### src/rtl/ep0_pkg.sv
package ep0_pkg;

  typedef enum logic [1:0] {
    EP_IDLE = 2'd0,
    EP_TX   = 2'd1,
    EP_RX   = 2'd2
  } ep_state_e;

  localparam logic [1:0] TK_SETUP = 2'd0;
  localparam logic [1:0] TK_IN    = 2'd1;
  localparam logic [1:0] TK_OUT   = 2'd2;

  typedef enum logic [2:0] {
    HS_NONE  = 3'd0,
    HS_ACK   = 3'd1,
    HS_NAK   = 3'd2,
    HS_STALL = 3'd3,
    HS_DATA  = 3'd4
  } hs_e;

  // sticky flag slots
  localparam int NFLAG = 4;
  localparam int F_OUT = 0;
  localparam int F_INS = 1;
  localparam int F_STL = 2;
  localparam int F_SUE = 3;

  typedef struct packed {
    ep_state_e st;
    logic      swait;    // status stage pending
    logic      stat_in;  // status expects an IN token
    logic      dir_in;   // direction from the last setup
    logic      in_rdy;
    logic      in_pend;  // data packet sent, awaiting host ack
    logic      dend;
    logic      sreq;     // firmware stall request
  } ctx_t;

endpackage

### src/rtl/ep0_flag.sv
module ep0_flag (
  input  logic clk,
  input  logic rst_n,
  input  logic set,
  input  logic clr,
  output logic q
);
  logic en;
  assign en = set | clr;

  always_ff @(posedge clk or negedge rst_n) begin
    if (!rst_n)  q <= 1'b0;
    else if (en) q <= set;
  end
endmodule

### src/rtl/ep0_decide.sv
module ep0_decide
  import ep0_pkg::*;
#(
  parameter int LEN_W     = 7,
  parameter int SETUP_LEN = 8,
  parameter int MAX_PKT   = 32
) (
  input  ctx_t             cur,
  input  logic [NFLAG-1:0] flg,
  input  logic             txn_valid,
  input  logic [1:0]       txn_tok,
  input  logic [LEN_W-1:0] txn_len,
  input  logic             setup_dir_in,
  input  logic             host_ack,
  input  logic             fw_clr_rdy,
  input  logic             fw_data_end,
  input  logic             fw_in_rdy,
  input  logic             fw_send_stall,
  input  logic             fw_clr_stall,
  input  logic             fw_clr_setup_end,
  input  logic             fw_clr_in_sent,
  output ctx_t             nxt,
  output logic [NFLAG-1:0] fset,
  output logic [NFLAG-1:0] fclr,
  output hs_e              hs
);
  localparam logic [LEN_W-1:0] L_SETUP = LEN_W'(SETUP_LEN);
  localparam logic [LEN_W-1:0] L_MAX   = LEN_W'(MAX_PKT);

  function automatic ctx_t to_idle(input ctx_t c);
    ctx_t r;
    r         = c;
    r.st      = EP_IDLE;
    r.swait   = 1'b0;
    r.dend    = 1'b0;
    r.in_rdy  = 1'b0;
    r.in_pend = 1'b0;
    r.sreq    = 1'b0;
    return r;
  endfunction

  logic do_stall;
  logic do_abort;
  logic de_eff;
  logic is_in;
  logic is_out;

  assign de_eff = cur.dend | fw_data_end;
  assign is_in  = (txn_tok == TK_IN);
  assign is_out = (txn_tok == TK_OUT);

  always_comb begin
    nxt      = cur;
    fset     = '0;
    fclr     = '0;
    hs       = HS_NONE;
    do_stall = 1'b0;
    do_abort = 1'b0;

    if (txn_valid) begin
      if (txn_tok == TK_SETUP) begin
        if (txn_len == L_SETUP) begin
          hs          = HS_ACK;
          fset[F_OUT] = 1'b1;
          fclr[F_INS] = 1'b1;
          if (cur.st != EP_IDLE) fset[F_SUE] = 1'b1;
          nxt         = to_idle(cur);
          nxt.dir_in  = setup_dir_in;
        end
      end else if (cur.sreq) begin
        do_stall = 1'b1;
      end else begin
        case (cur.st)
          EP_TX: begin
            if (is_in) begin
              if (cur.in_rdy && !cur.in_pend) begin
                hs          = HS_DATA;
                nxt.in_pend = 1'b1;
              end else begin
                hs = HS_NAK;
              end
            end else begin
              do_abort = 1'b1;
            end
          end
          EP_RX: begin
            if (is_out) begin
              if (txn_len > L_MAX) begin
                do_stall = 1'b1;
              end else if (flg[F_OUT]) begin
                hs = HS_NAK;
              end else begin
                hs          = HS_ACK;
                fset[F_OUT] = 1'b1;
              end
            end else begin
              do_abort = 1'b1;
            end
          end
          default: begin
            if (cur.swait) begin
              if (cur.stat_in) begin
                if (is_in) begin
                  hs        = HS_DATA;
                  nxt.swait = 1'b0;
                  nxt.dend  = 1'b0;
                end else begin
                  do_stall = 1'b1;
                end
              end else begin
                if (is_out && txn_len == '0) begin
                  hs        = HS_ACK;
                  nxt.swait = 1'b0;
                  nxt.dend  = 1'b0;
                end else begin
                  do_stall = 1'b1;
                end
              end
            end else begin
              hs = HS_NAK;
            end
          end
        endcase
      end

      if (do_stall) begin
        hs          = HS_STALL;
        fset[F_STL] = 1'b1;
        nxt         = to_idle(cur);
      end
      if (do_abort) begin
        fset[F_SUE] = 1'b1;
        nxt         = to_idle(cur);
      end
    end else if (host_ack) begin
      if (cur.st == EP_TX && cur.in_pend) begin
        nxt.in_pend = 1'b0;
        nxt.in_rdy  = 1'b0;
        fset[F_INS] = 1'b1;
        if (cur.dend) begin
          nxt.st      = EP_IDLE;
          nxt.swait   = 1'b1;
          nxt.stat_in = 1'b0;
        end
      end
    end else begin
      if (fw_data_end) nxt.dend = 1'b1;
      if (fw_clr_rdy && flg[F_OUT]) begin
        fclr[F_OUT] = 1'b1;
        if (cur.st == EP_IDLE && !cur.swait) begin
          if (de_eff) begin
            nxt.swait   = 1'b1;
            nxt.stat_in = 1'b1;
          end else begin
            nxt.st = cur.dir_in ? EP_TX : EP_RX;
          end
        end else if (cur.st == EP_RX && de_eff) begin
          nxt.st      = EP_IDLE;
          nxt.swait   = 1'b1;
          nxt.stat_in = 1'b1;
        end
      end
      if (fw_in_rdy && cur.st == EP_TX && !cur.in_rdy) nxt.in_rdy = 1'b1;
      if (fw_send_stall) nxt.sreq = 1'b1;
      if (fw_clr_stall) begin
        fclr[F_STL] = 1'b1;
        nxt.sreq    = 1'b0;
        if (flg[F_STL]) nxt = to_idle(nxt);
      end
      if (fw_clr_setup_end) fclr[F_SUE] = 1'b1;
      if (fw_clr_in_sent)   fclr[F_INS] = 1'b1;
    end
  end
endmodule

### src/rtl/usb_ctl_ep_seq.sv
module usb_ctl_ep_seq
  import ep0_pkg::*;
#(
  parameter int LEN_W     = 7,
  parameter int SETUP_LEN = 8,
  parameter int MAX_PKT   = 32
) (
  input  logic             clk,
  input  logic             rst_n,
  input  logic             irq_en,
  input  logic             txn_valid,
  input  logic [1:0]       txn_tok,
  input  logic [LEN_W-1:0] txn_len,
  input  logic             setup_dir_in,
  input  logic             host_ack,
  input  logic             fw_clr_rdy,
  input  logic             fw_data_end,
  input  logic             fw_in_rdy,
  input  logic             fw_send_stall,
  input  logic             fw_clr_stall,
  input  logic             fw_clr_setup_end,
  input  logic             fw_clr_in_sent,
  output logic [2:0]       hs_code,
  output logic [1:0]       ep_state,
  output logic             out_rdy,
  output logic             in_rdy,
  output logic             in_sent,
  output logic             sent_stall,
  output logic             setup_end,
  output logic             data_end,
  output logic             irq
);
  // reset: asynchronous assertion, synchronous release
  logic [1:0] rst_q;
  logic       rst_s_n;

  always_ff @(posedge clk or negedge rst_n) begin
    if (!rst_n) rst_q <= 2'b00;
    else        rst_q <= {rst_q[0], 1'b1};
  end
  assign rst_s_n = rst_q[1];

  ctx_t             ctx_q, ctx_d;
  hs_e              hs_q, hs_d;
  logic [NFLAG-1:0] flg, fset, fclr;
  logic             ctx_en;

  ep0_decide #(
    .LEN_W     (LEN_W),
    .SETUP_LEN (SETUP_LEN),
    .MAX_PKT   (MAX_PKT)
  ) u_decide (
    .cur              (ctx_q),
    .flg              (flg),
    .txn_valid        (txn_valid),
    .txn_tok          (txn_tok),
    .txn_len          (txn_len),
    .setup_dir_in     (setup_dir_in),
    .host_ack         (host_ack),
    .fw_clr_rdy       (fw_clr_rdy),
    .fw_data_end      (fw_data_end),
    .fw_in_rdy        (fw_in_rdy),
    .fw_send_stall    (fw_send_stall),
    .fw_clr_stall     (fw_clr_stall),
    .fw_clr_setup_end (fw_clr_setup_end),
    .fw_clr_in_sent   (fw_clr_in_sent),
    .nxt              (ctx_d),
    .fset             (fset),
    .fclr             (fclr),
    .hs               (hs_d)
  );

  assign ctx_en = txn_valid | host_ack | fw_clr_rdy | fw_data_end | fw_in_rdy
                | fw_send_stall | fw_clr_stall;

  always_ff @(posedge clk or negedge rst_s_n) begin
    if (!rst_s_n)    ctx_q <= '0;
    else if (ctx_en) ctx_q <= ctx_d;
  end

  always_ff @(posedge clk or negedge rst_s_n) begin
    if (!rst_s_n) hs_q <= HS_NONE;
    else          hs_q <= hs_d;
  end

  for (genvar g = 0; g < NFLAG; g++) begin : g_flag
    ep0_flag u_flag (
      .clk   (clk),
      .rst_n (rst_s_n),
      .set   (fset[g]),
      .clr   (fclr[g]),
      .q     (flg[g])
    );
  end

  assign hs_code    = hs_q;
  assign ep_state   = ctx_q.st;
  assign in_rdy     = ctx_q.in_rdy;
  assign data_end   = ctx_q.dend;
  assign out_rdy    = flg[F_OUT];
  assign in_sent    = flg[F_INS];
  assign sent_stall = flg[F_STL];
  assign setup_end  = flg[F_SUE];
  assign irq        = irq_en & (|flg);
endmodule

### config.mk
export PLATFORM = sky130hd
export DESIGN_NAME = usb_ctl_ep_seq
export DESIGN_NICKNAME = d
export VERILOG_FILES = /design/src/rtl/ep0_pkg.sv /design/src/rtl/ep0_flag.sv /design/src/rtl/ep0_decide.sv /design/src/rtl/usb_ctl_ep_seq.sv
export SDC_FILE = /design/constraint.sdc
export NUM_CORES = 1
export LEC_CHECK = 0
export CELL_PAD_IN_SITES_DETAIL_PLACEMENT = 0
export CELL_PAD_IN_SITES_GLOBAL_PLACEMENT = 2
export CORE_MARGIN = 3
export CORE_UTILIZATION = 38
export CTS_BUF_LIST = sky130_fd_sc_hd__clkbuf_8
export CTS_CLUSTER_SIZE = 30
export DETAILED_ROUTE_END_ITERATION = 10
export DONT_BUFFER_PORTS = 1
export PLACE_DENSITY_LB_ADDON = 0.1
export SLEW_MARGIN = 20
export SYNTH_ARGS = -nofsm -noshare
export SYNTH_HDL_FRONTEND = slang
export SYNTH_HIERARCHICAL = 1
export SYNTH_SLANG_ARGS = --single-unit
### constraint.sdc
create_clock -name clk -period 1.23 [get_ports clk]
set_input_delay 0.246 -clock clk [delete_from_list [all_inputs] [get_ports clk]]
set_output_delay 0.246 -clock clk [all_outputs]
set_load 0.01 [all_outputs]
* Yosys cells after proc, flatten, opt, wreduce, memory -nomap -nowiden
Index checks and enable logic that the tools add are counted.
Operators by class: $lt $le $gt $ge 1, eq/ne operators 21, muxes and demuxes 94, bitwise gates (word level) 15, reductions and logical operators 28
Operators by type and width (count):
- 1-bit two-way mux | 54
- 9-bit two-way mux | 6
- 3-bit two-way mux | 12
- 4-bit two-way mux | 7
- 2-bit two-way mux | 12
- 5-bit by 1-bit inequality test with 1-bit output, second input constant | 4
- 6-bit AND reduction | 2
- 1-bit OR | 11
- 5-bit by 2-bit inequality test with 1-bit output, second input constant | 2
- 5-bit AND reduction | 2
- 9-bit AND reduction | 1
- 3-bit nonzero test | 3
- 1-bit logical AND | 8
- 4-bit by 1-bit inequality test with 1-bit output, second input constant | 2
- 4-bit AND reduction | 2
- 8-bit AND reduction | 1
- 7-bit by 4-bit == test with 1-bit output, second input constant | 1
- 7-bit by 6-bit > comparator with 1-bit output, second input constant | 1
- 7-bit zero test | 1
- 3-bit by 2-bit inequality test with 1-bit output, second input constant | 2
- 6-bit by 1-bit inequality test with 1-bit output, second input constant | 1
- 6-bit by 2-bit inequality test with 1-bit output, second input constant | 1
- 3-bit case mux with 2 select lines | 1
- 5-bit inequality test, second input constant | 1
- other kinds (12) | 21
Storage, ports and cells: register bits after elaboration 18, input bits 22, output and inout bits 12, logic and storage cells 173

* Longest topological paths before layout
Gate-level depths: netlist (run 1).
word-level depth 12, gate-level depth with buffers 8, gate-level depth less buffers 8

* By module
Netlist (run 1), hierarchy kept.
By module, submodules not included:
- ep0_decide | instances 1, cells each 120, area an instance 743.2 sq um, seq. area each 0.0 sq um
- usb_ctl_ep_seq | instances 1, cells each 30, area an instance 505.5 sq um, seq. area each 350.3 sq um
- ep0_flag | instances 4, cells each 3, area an instance 36.3 sq um, seq. area each 25.0 sq um

* Least setup slack after synthesis (run 1)
Ideal clock, no wire load.
path kind register to register, start point reg ctx_q (netlist bit ep_state[1]), end point reg ctx_q (netlist bit ep_state[1]), library setup time 0.125 ns, arrival 2.078 ns, data required time 1.105 ns, setup slack -0.973 ns, cell stages (with the launch flop) 9, buffers on the path 0, clock period less this slack 2.203 ns, cells stage by stage dfrtp_1 inv_1 ha_1 inv_1 or3_1 nand3_1 nor2_4 a221o_1 mux2_2
RTL lines:
- start: declaration | line usb_ctl_ep_seq.sv:43 | ctx_t ctx_q, ctx_d;
- start signal: assignment | line usb_ctl_ep_seq.sv:78 | else if (ctx_en) ctx_q <= ctx_d;

==> results of run 1 <==
[repair_timing]
item / in CTS / in global routing
setup endpoints to repair: 16 / 18
hold buffers: 1 / 0
resized for setup: 18 / 24
setup buffers: 6 / 10
hold endpoints to repair: 2 / 0
pin swaps: 9 / 18
[layer usage]
layer / share of wire [%] / GRT usage, % / up-vias / wire length [µm]
met3: 4.0 / 3.20 / 10 / 189
met5: 0 / 0 / - / 0
met4: 2.2 / 8.63 / 0 / 104
met2: 50 / 39.0 / 42 / 2360
li1: - / - / 720 / -
met1: 43 / 27.8 / 741 / 2030
[state kept, by name, summed over array words and instances, names as in the netlist]
name             cells
ctx_q                5
data_end             1
ep_state             2
g_flag.u_flag/q      4
hs_code              3
in_rdy               1
rst_q                2
[synthesized netlist by cell type, types with 2 or more instances]
cell type and number:
o211ai_1 2, nand4_1 4, dfrtp_1 18, nand3_1 9, a21o_1 5, nor3_1 7, or3_1 2, buf_4 3
and2_1 3, a21oi_1 12, nand2b_1 6, nor2b_1 4, or4_1 2, nor4_1 2, a221o_1 2, o21ai_0 3
o211a_1 2, a22o_1 2, inv_1 12, ha_1 3, nand2_1 14, o31ai_1 4, mux2_2 10, nor2_1 8
[worst max-delay path, stage by stage (launching register included)]
cell	delay (ps)
dfrtp_2	430
inv_4	70
ha_4	210
buf_4	130
buf_6	120
nand2b_4	130
or4_4	470
o211a_1	140
mux2_2	260
[cell type report]
class                           instances  area (µm²)  area share (%)
Clock buffer                            4        55.1            2.51
Inverter                               12        50.0            2.28
Multi-Input combinational cell        127        1070            49.0
Sequential cell                        18         452            20.6
Tap cell                               46        57.6            2.62
Timing Repair Buffer                   61         505            23.0
[kinds of logic (layout without fill, tap and decap cells)]
| group | after synthesis | count (layout) | synth area share (%) |
|---|---|---|---|
| buffers and inverters | 17 | 77 | 5.47 |
| muxes | 10 | 10 | 8.08 |
| other | 1 | 1 | 0.269 |
| adders and majority gates | 3 | 3 | 2.69 |
| AOI/OAI and AO/OA | 42 | 42 | 22.4 |
| DFF | 18 | 18 | 32.3 |
| and+or+nand+nor | 71 | 71 | 28.8 |
[power groups by stage]
stage	Clock (W)	Combinational (W)	Sequential, W
6_report	0.000501	0.00185	0.000812
5_1_grt	0.000540	0.00199	0.000824
4_1_cts	0.000530	0.00156	0.000802
3_5_place_dp	0	0.00139	0.000817
3_3_place_gp	0	0.00138	0.000815
2_1_floorplan	0	0.000734	0.000892
[through the flow]
step	setup slack (ps)	utilization, %
floorplan	-793	-
global placement	-854	54.1
detailed placement	-840	54.1
CTS	-828	59.2
global route	-911	63.8
finish	-844	63.8
[how the worst min path moves through the flow]
stage	depth (start not counted)	startpoint	end	slack (ps)
after floorplan	0	rst_n	rst_q[0]	-50
after global placement	0	rst_n	rst_q[1]	-50
after detailed placement	0	rst_n	rst_q[0]	-50
after CTS	2	txn_valid	hs_code[1]	120
after global routing	2	txn_valid	hs_code[1]	110
final	2	txn_valid	hs_code[1]	110
==> flow_metrics.env, run 1 <==
export IMPL_diodes=0
export IMPL_p_total_w=0.00317
export IMPL_synth_area_per_cell_um2=8.60
export IMPL_yosysUniqueCellTypes=47
export IMPL_fin_crit_ps=2070
export IMPL_crit_start="ep_state[1]"
export IMPL_cts_path_max_buffers=2
export IMPL_final_layout_size_suffix_gt1_share_pct=52.3
export IMPL_cts_buffers=3
export IMPL_die_h_um=66.6
export IMPL_max_freq_ghz=0.482
export IMPL_r2r_end="data_end"
export IMPL_async_flop_share_pct=100
export IMPL_violations="negative setup slack"
export IMPL_ys_flop_type="dfrtp_1"
export IMPL_max_cap_viol_count=0
export IMPL_grt_max_degree=18
export IMPL_mappedNetlistNets=187
export IMPL_hp_class="in -> reg"
export IMPL_core_mm2=0.00344
export IMPL_insertion_delay_ps=260
export IMPL_status="complete, but fails checks"
export IMPL_drtIter0Drc=111
export IMPL_finalSetupTns_ps=-8680
export IMPL_vias_per_cell=5.65
export IMPL_switching_share_pct=35.5
export IMPL_place_gp_congestion=0.881
export IMPL_crit_fanout=3
export IMPL_mostFrequentLayoutCells="buf_4, dfrtp_1, buf_6"
export IMPL_antenna_left=0
export IMPL_synth_seq_area_share_pct=32.3
export IMPL_slew_violations=0
export IMPL_clk_pin_slew_ps=70
export IMPL_synth_top_cell_area_share_pct=32.3
export IMPL_setup_violations=17
export IMPL_cp_start_kind="register"
export IMPL_hold_worst_slack_ps=111
export IMPL_required_ps=1380
export IMPL_dpl_cell_area_mm2=0.00186
export IMPL_grt_pass1_vias=1518
export IMPL_power_density_mw_per_mm2=1440
export IMPL_fin_skew_ps=2.80
export IMPL_crit_end="data_end"
export IMPL_clock_root_buffer="clkbuf_8"
export IMPL_h_tree_depth=1
export IMPL_cts_tree="done"
export IMPL_synth_largest_area_cell="dfrtp_1"
export IMPL_antenna_found_initial=0
export IMPL_reg2reg_from="ep_state[1]"
export IMPL_start_util_pct=40.5
export IMPL_postSynthCellCount=162
export IMPL_hold_viol=0
export IMPL_vias=1513
export IMPL_reg2reg_slack_ps=-840
export IMPL_dp_cells=250
export IMPL_grtUsageTotal_pct=22.5
export IMPL_post_drt_wl_per_cell_um=17.5
export IMPL_syn2layout_area_growth_pct=57.5
export IMPL_cts_num_sinks=18
export IMPL_drc_errors=0
export IMPL_dpl_hpwl_um=3350
export IMPL_pwr_share_clk_pct=15.8
export IMPL_layout_commonest_cell="buf_4"
export IMPL_power_switching_w=0.00112
export IMPL_final_nets=248
export IMPL_layoutNonFillerInstCount=268
export IMPL_dieArea_mm2=0.00443
export IMPL_end_kind="register"
export IMPL_comb_power_share_pct=58.5
export IMPL_cp_arrival_ps=2220
export IMPL_synth_edf_count=0
export IMPL_fin_area_mm2=0.00219
export IMPL_intPower_w=0.00204
export IMPL_firstDrtPassIters=4
export IMPL_synth_area_leaders="dfrtp_1, mux2_2, a21oi_1"
export IMPL_grt_pass1_wl_um=7490
export IMPL_reg2reg_depth=8
export IMPL_totalWireLength_um=4680
export IMPL_grt_remaining_overflow=0
export IMPL_io_pins=34
export IMPL_vdd_drop_max_mv=0.801
export IMPL_critical_path_class="reg -> reg"
export IMPL_fp_dieW_um=66.6
export IMPL_layout_worst_path_cycle_share_pct=169
export IMPL_rows=21
export IMPL_worst_slack_ps=-844
export IMPL_syn_area_mm2=0.00139
export IMPL_p_leak_nw=1.01
export IMPL_ys_seq_elements=18
export IMPL_power_frac_seq_pct=25.6
export IMPL_yosys_warnings=6
export IMPL_port_buffers=0
export IMPL_n_fill_cell=306
export IMPL_grt_setup_unrepaired="yes"
(Power assumes the default switching activity.)
==> inputs of run 2 (changes only) <==
- ABC_CLOCK_PERIOD_IN_PS: not set -> 1230
- REMOVE_ABC_BUFFERS: not set -> 1
==> flow_metrics.env, run 2 (synthesis gave the netlist of run 1 again) <==
export IMPL_required_ps=1370
export IMPL_cp_start_kind="register"
export IMPL_fp_dieW_um=66.6
export IMPL_cp_cell_sequence="buf_4 > ha_4 > nand3b_1 > a2111o_1 > o31ai_4 > buf_4 > a21oi_1 > a31o_2 > mux2_2"
export IMPL_grt_pass1_wl_um=7780
export IMPL_slew_violations=0
export IMPL_final_nets=241
export IMPL_cts_tree="done"
export IMPL_drc_errors=0
export IMPL_clk_pin_slew_ps=70
export IMPL_core_mm2=0.00344
export IMPL_mostFrequentLayoutCells="buf_4, dfrtp_1, buf_6"
export IMPL_setup_violations=16
export IMPL_clock_root_buffer="clkbuf_8"
export IMPL_hp_class="in -> reg"
export IMPL_crit_end="ctx_q[2]"
export IMPL_die_h_um=66.6
export IMPL_hold_worst_slack_ps=114
export IMPL_final_layout_size_suffix_gt1_share_pct=48.8
export IMPL_largest_register_ffs=5
export IMPL_violations="negative setup slack"
export IMPL_grt_pass1_vias=1574
export IMPL_grt_max_degree=18
export IMPL_vias=1500
export IMPL_grt_remaining_overflow=0
export IMPL_firstDrtPassIters=4
export IMPL_worst_slack_ps=-840
export IMPL_totalWireLength_um=4940
export IMPL_cp_common_cell="buf_4"
export IMPL_grt_setup_unrepaired="yes"
export IMPL_rows=21
export IMPL_max_freq_ghz=0.483
export IMPL_grtUsageTotal_pct=23.2
export IMPL_critical_path_class="reg -> reg"
export IMPL_start_util_pct=40.5
export IMPL_reg2reg_depth=9
export IMPL_cp_slowest_cell="a2111o_1"
export IMPL_fin_skew_ps=2.17
export IMPL_reg2reg_from="ep_state[1]"
export IMPL_port_buffers=0
export IMPL_p_leak_nw=0.991
export IMPL_post_drt_wl_per_cell_um=18.9
export IMPL_layout_commonest_cell="buf_4"
export IMPL_crit_start="ep_state[1]"
export IMPL_io_pins=34
export IMPL_dpl_hpwl_um=3560
export IMPL_r2r_end="ctx_q[2]"
export IMPL_cts_num_sinks=18
export IMPL_cts_buffers=3
export IMPL_end_kind="register"
export IMPL_dieArea_mm2=0.00443
export IMPL_syn2layout_area_growth_pct=55.2
export IMPL_diodes=0
export IMPL_cts_path_max_buffers=2
export IMPL_max_cap_viol_count=0
export IMPL_p_total_w=0.00300
export IMPL_crit_fanout=3
export IMPL_n_fill_cell=298
export IMPL_cp_arrival_ps=2210
export IMPL_h_tree_depth=1
export IMPL_utilization_pct=62.8
export IMPL_antenna_found_initial=0
export IMPL_place_gp_congestion=0.859
export IMPL_drtIter0Drc=74
export IMPL_layout_worst_path_cycle_share_pct=168
export IMPL_antenna_left=0
export IMPL_finalSetupTns_ps=-8690
export IMPL_top_register="ctx_q"
export IMPL_reg2reg_slack_ps=-840
export IMPL_power_density_mw_per_mm2=1390
export IMPL_hold_viol=0
export IMPL_vdd_drop_max_mv=0.788
export IMPL_status="complete, but fails checks"
export IMPL_critPathMaxStageDelay_ps=440
export IMPL_insertion_delay_ps=260
export IMPL_vias_per_cell=5.75
export IMPL_fin_crit_ps=2070
run 2: per-layer routing:
| metal | part of all wire (%) | track usage (%) | vias up |
|---|---|---|---|
| li1 | - | - | 706 |
| met1 | 42 | 29.3 | 736 |
| met2 | 51 | 40.7 | 52 |
| met3 | 6.0 | 4.72 | 6 |
| met4 | 1.2 | 4.57 | 0 |
| met5 | 0 | 0 | - |
run 2: critical path, delay by kind of cell, from the launching register on:
kind            cells  cell delay [ps]
compound gates      4              770
flops               1              380
buf+inv             2              310
mux                 1              260
fa+ha+maj           1              140
simple gates        1              100
run 2: worst min path at each step:
stage | startpoint | endpoint | slack [ps] | cells after the start
floorplan | rst_n | rst_q[0] | -50 | 0
global placement | rst_n | rst_q[0] | -50 | 0
detailed placement | rst_n | rst_q[0] | -50 | 0
CTS | txn_valid | hs_code[1] | 130 | 2
global route | txn_valid | hs_code[1] | 120 | 2
finish | txn_valid | hs_code[1] | 110 | 2
run 2: metrics by stage:
stage | worst slack, ps | instances | area (µm²)
2_1_floorplan | -1040 | 157 | 1360
3_3_place_gp | -842 | 249 | 1770
3_5_place_dp | -963 | 249 | 1770
4_1_cts | -826 | 259 | 2000
5_1_grt | -905 | 261 | 2160
6_report | -840 | 261 | 2160
run 2: what timing repair did:
action,CTS,global route
hold endpoints to repair,2,0
buffers inserted,5,4
resized for setup,30,34
pin swaps,11,14
endpoints found under the setup margin,16,18
hold buffers,1,0
run 2: where the power goes:
group,switching [W],leakage (nW),internal [W]
Clock,0.000208,0.0288,0.000285
Combinational,0.000792,0.726,0.000893
Sequential,0.000116,0.236,0.000709
run 2: layout make-up:
| type | instances | area, µm² | share of cell area (%) |
|---|---|---|---|
| flip-flops and latches | 18 | 453 | 20.9 |
| inverters | 12 | 47.5 | 2.20 |
| clock buffers | 4 | 55.1 | 2.54 |
| repair buffers | 54 | 464 | 21.5 |
| multi-input cells | 127 | 1090 | 50.2 |
| well taps | 46 | 57.6 | 2.66 |
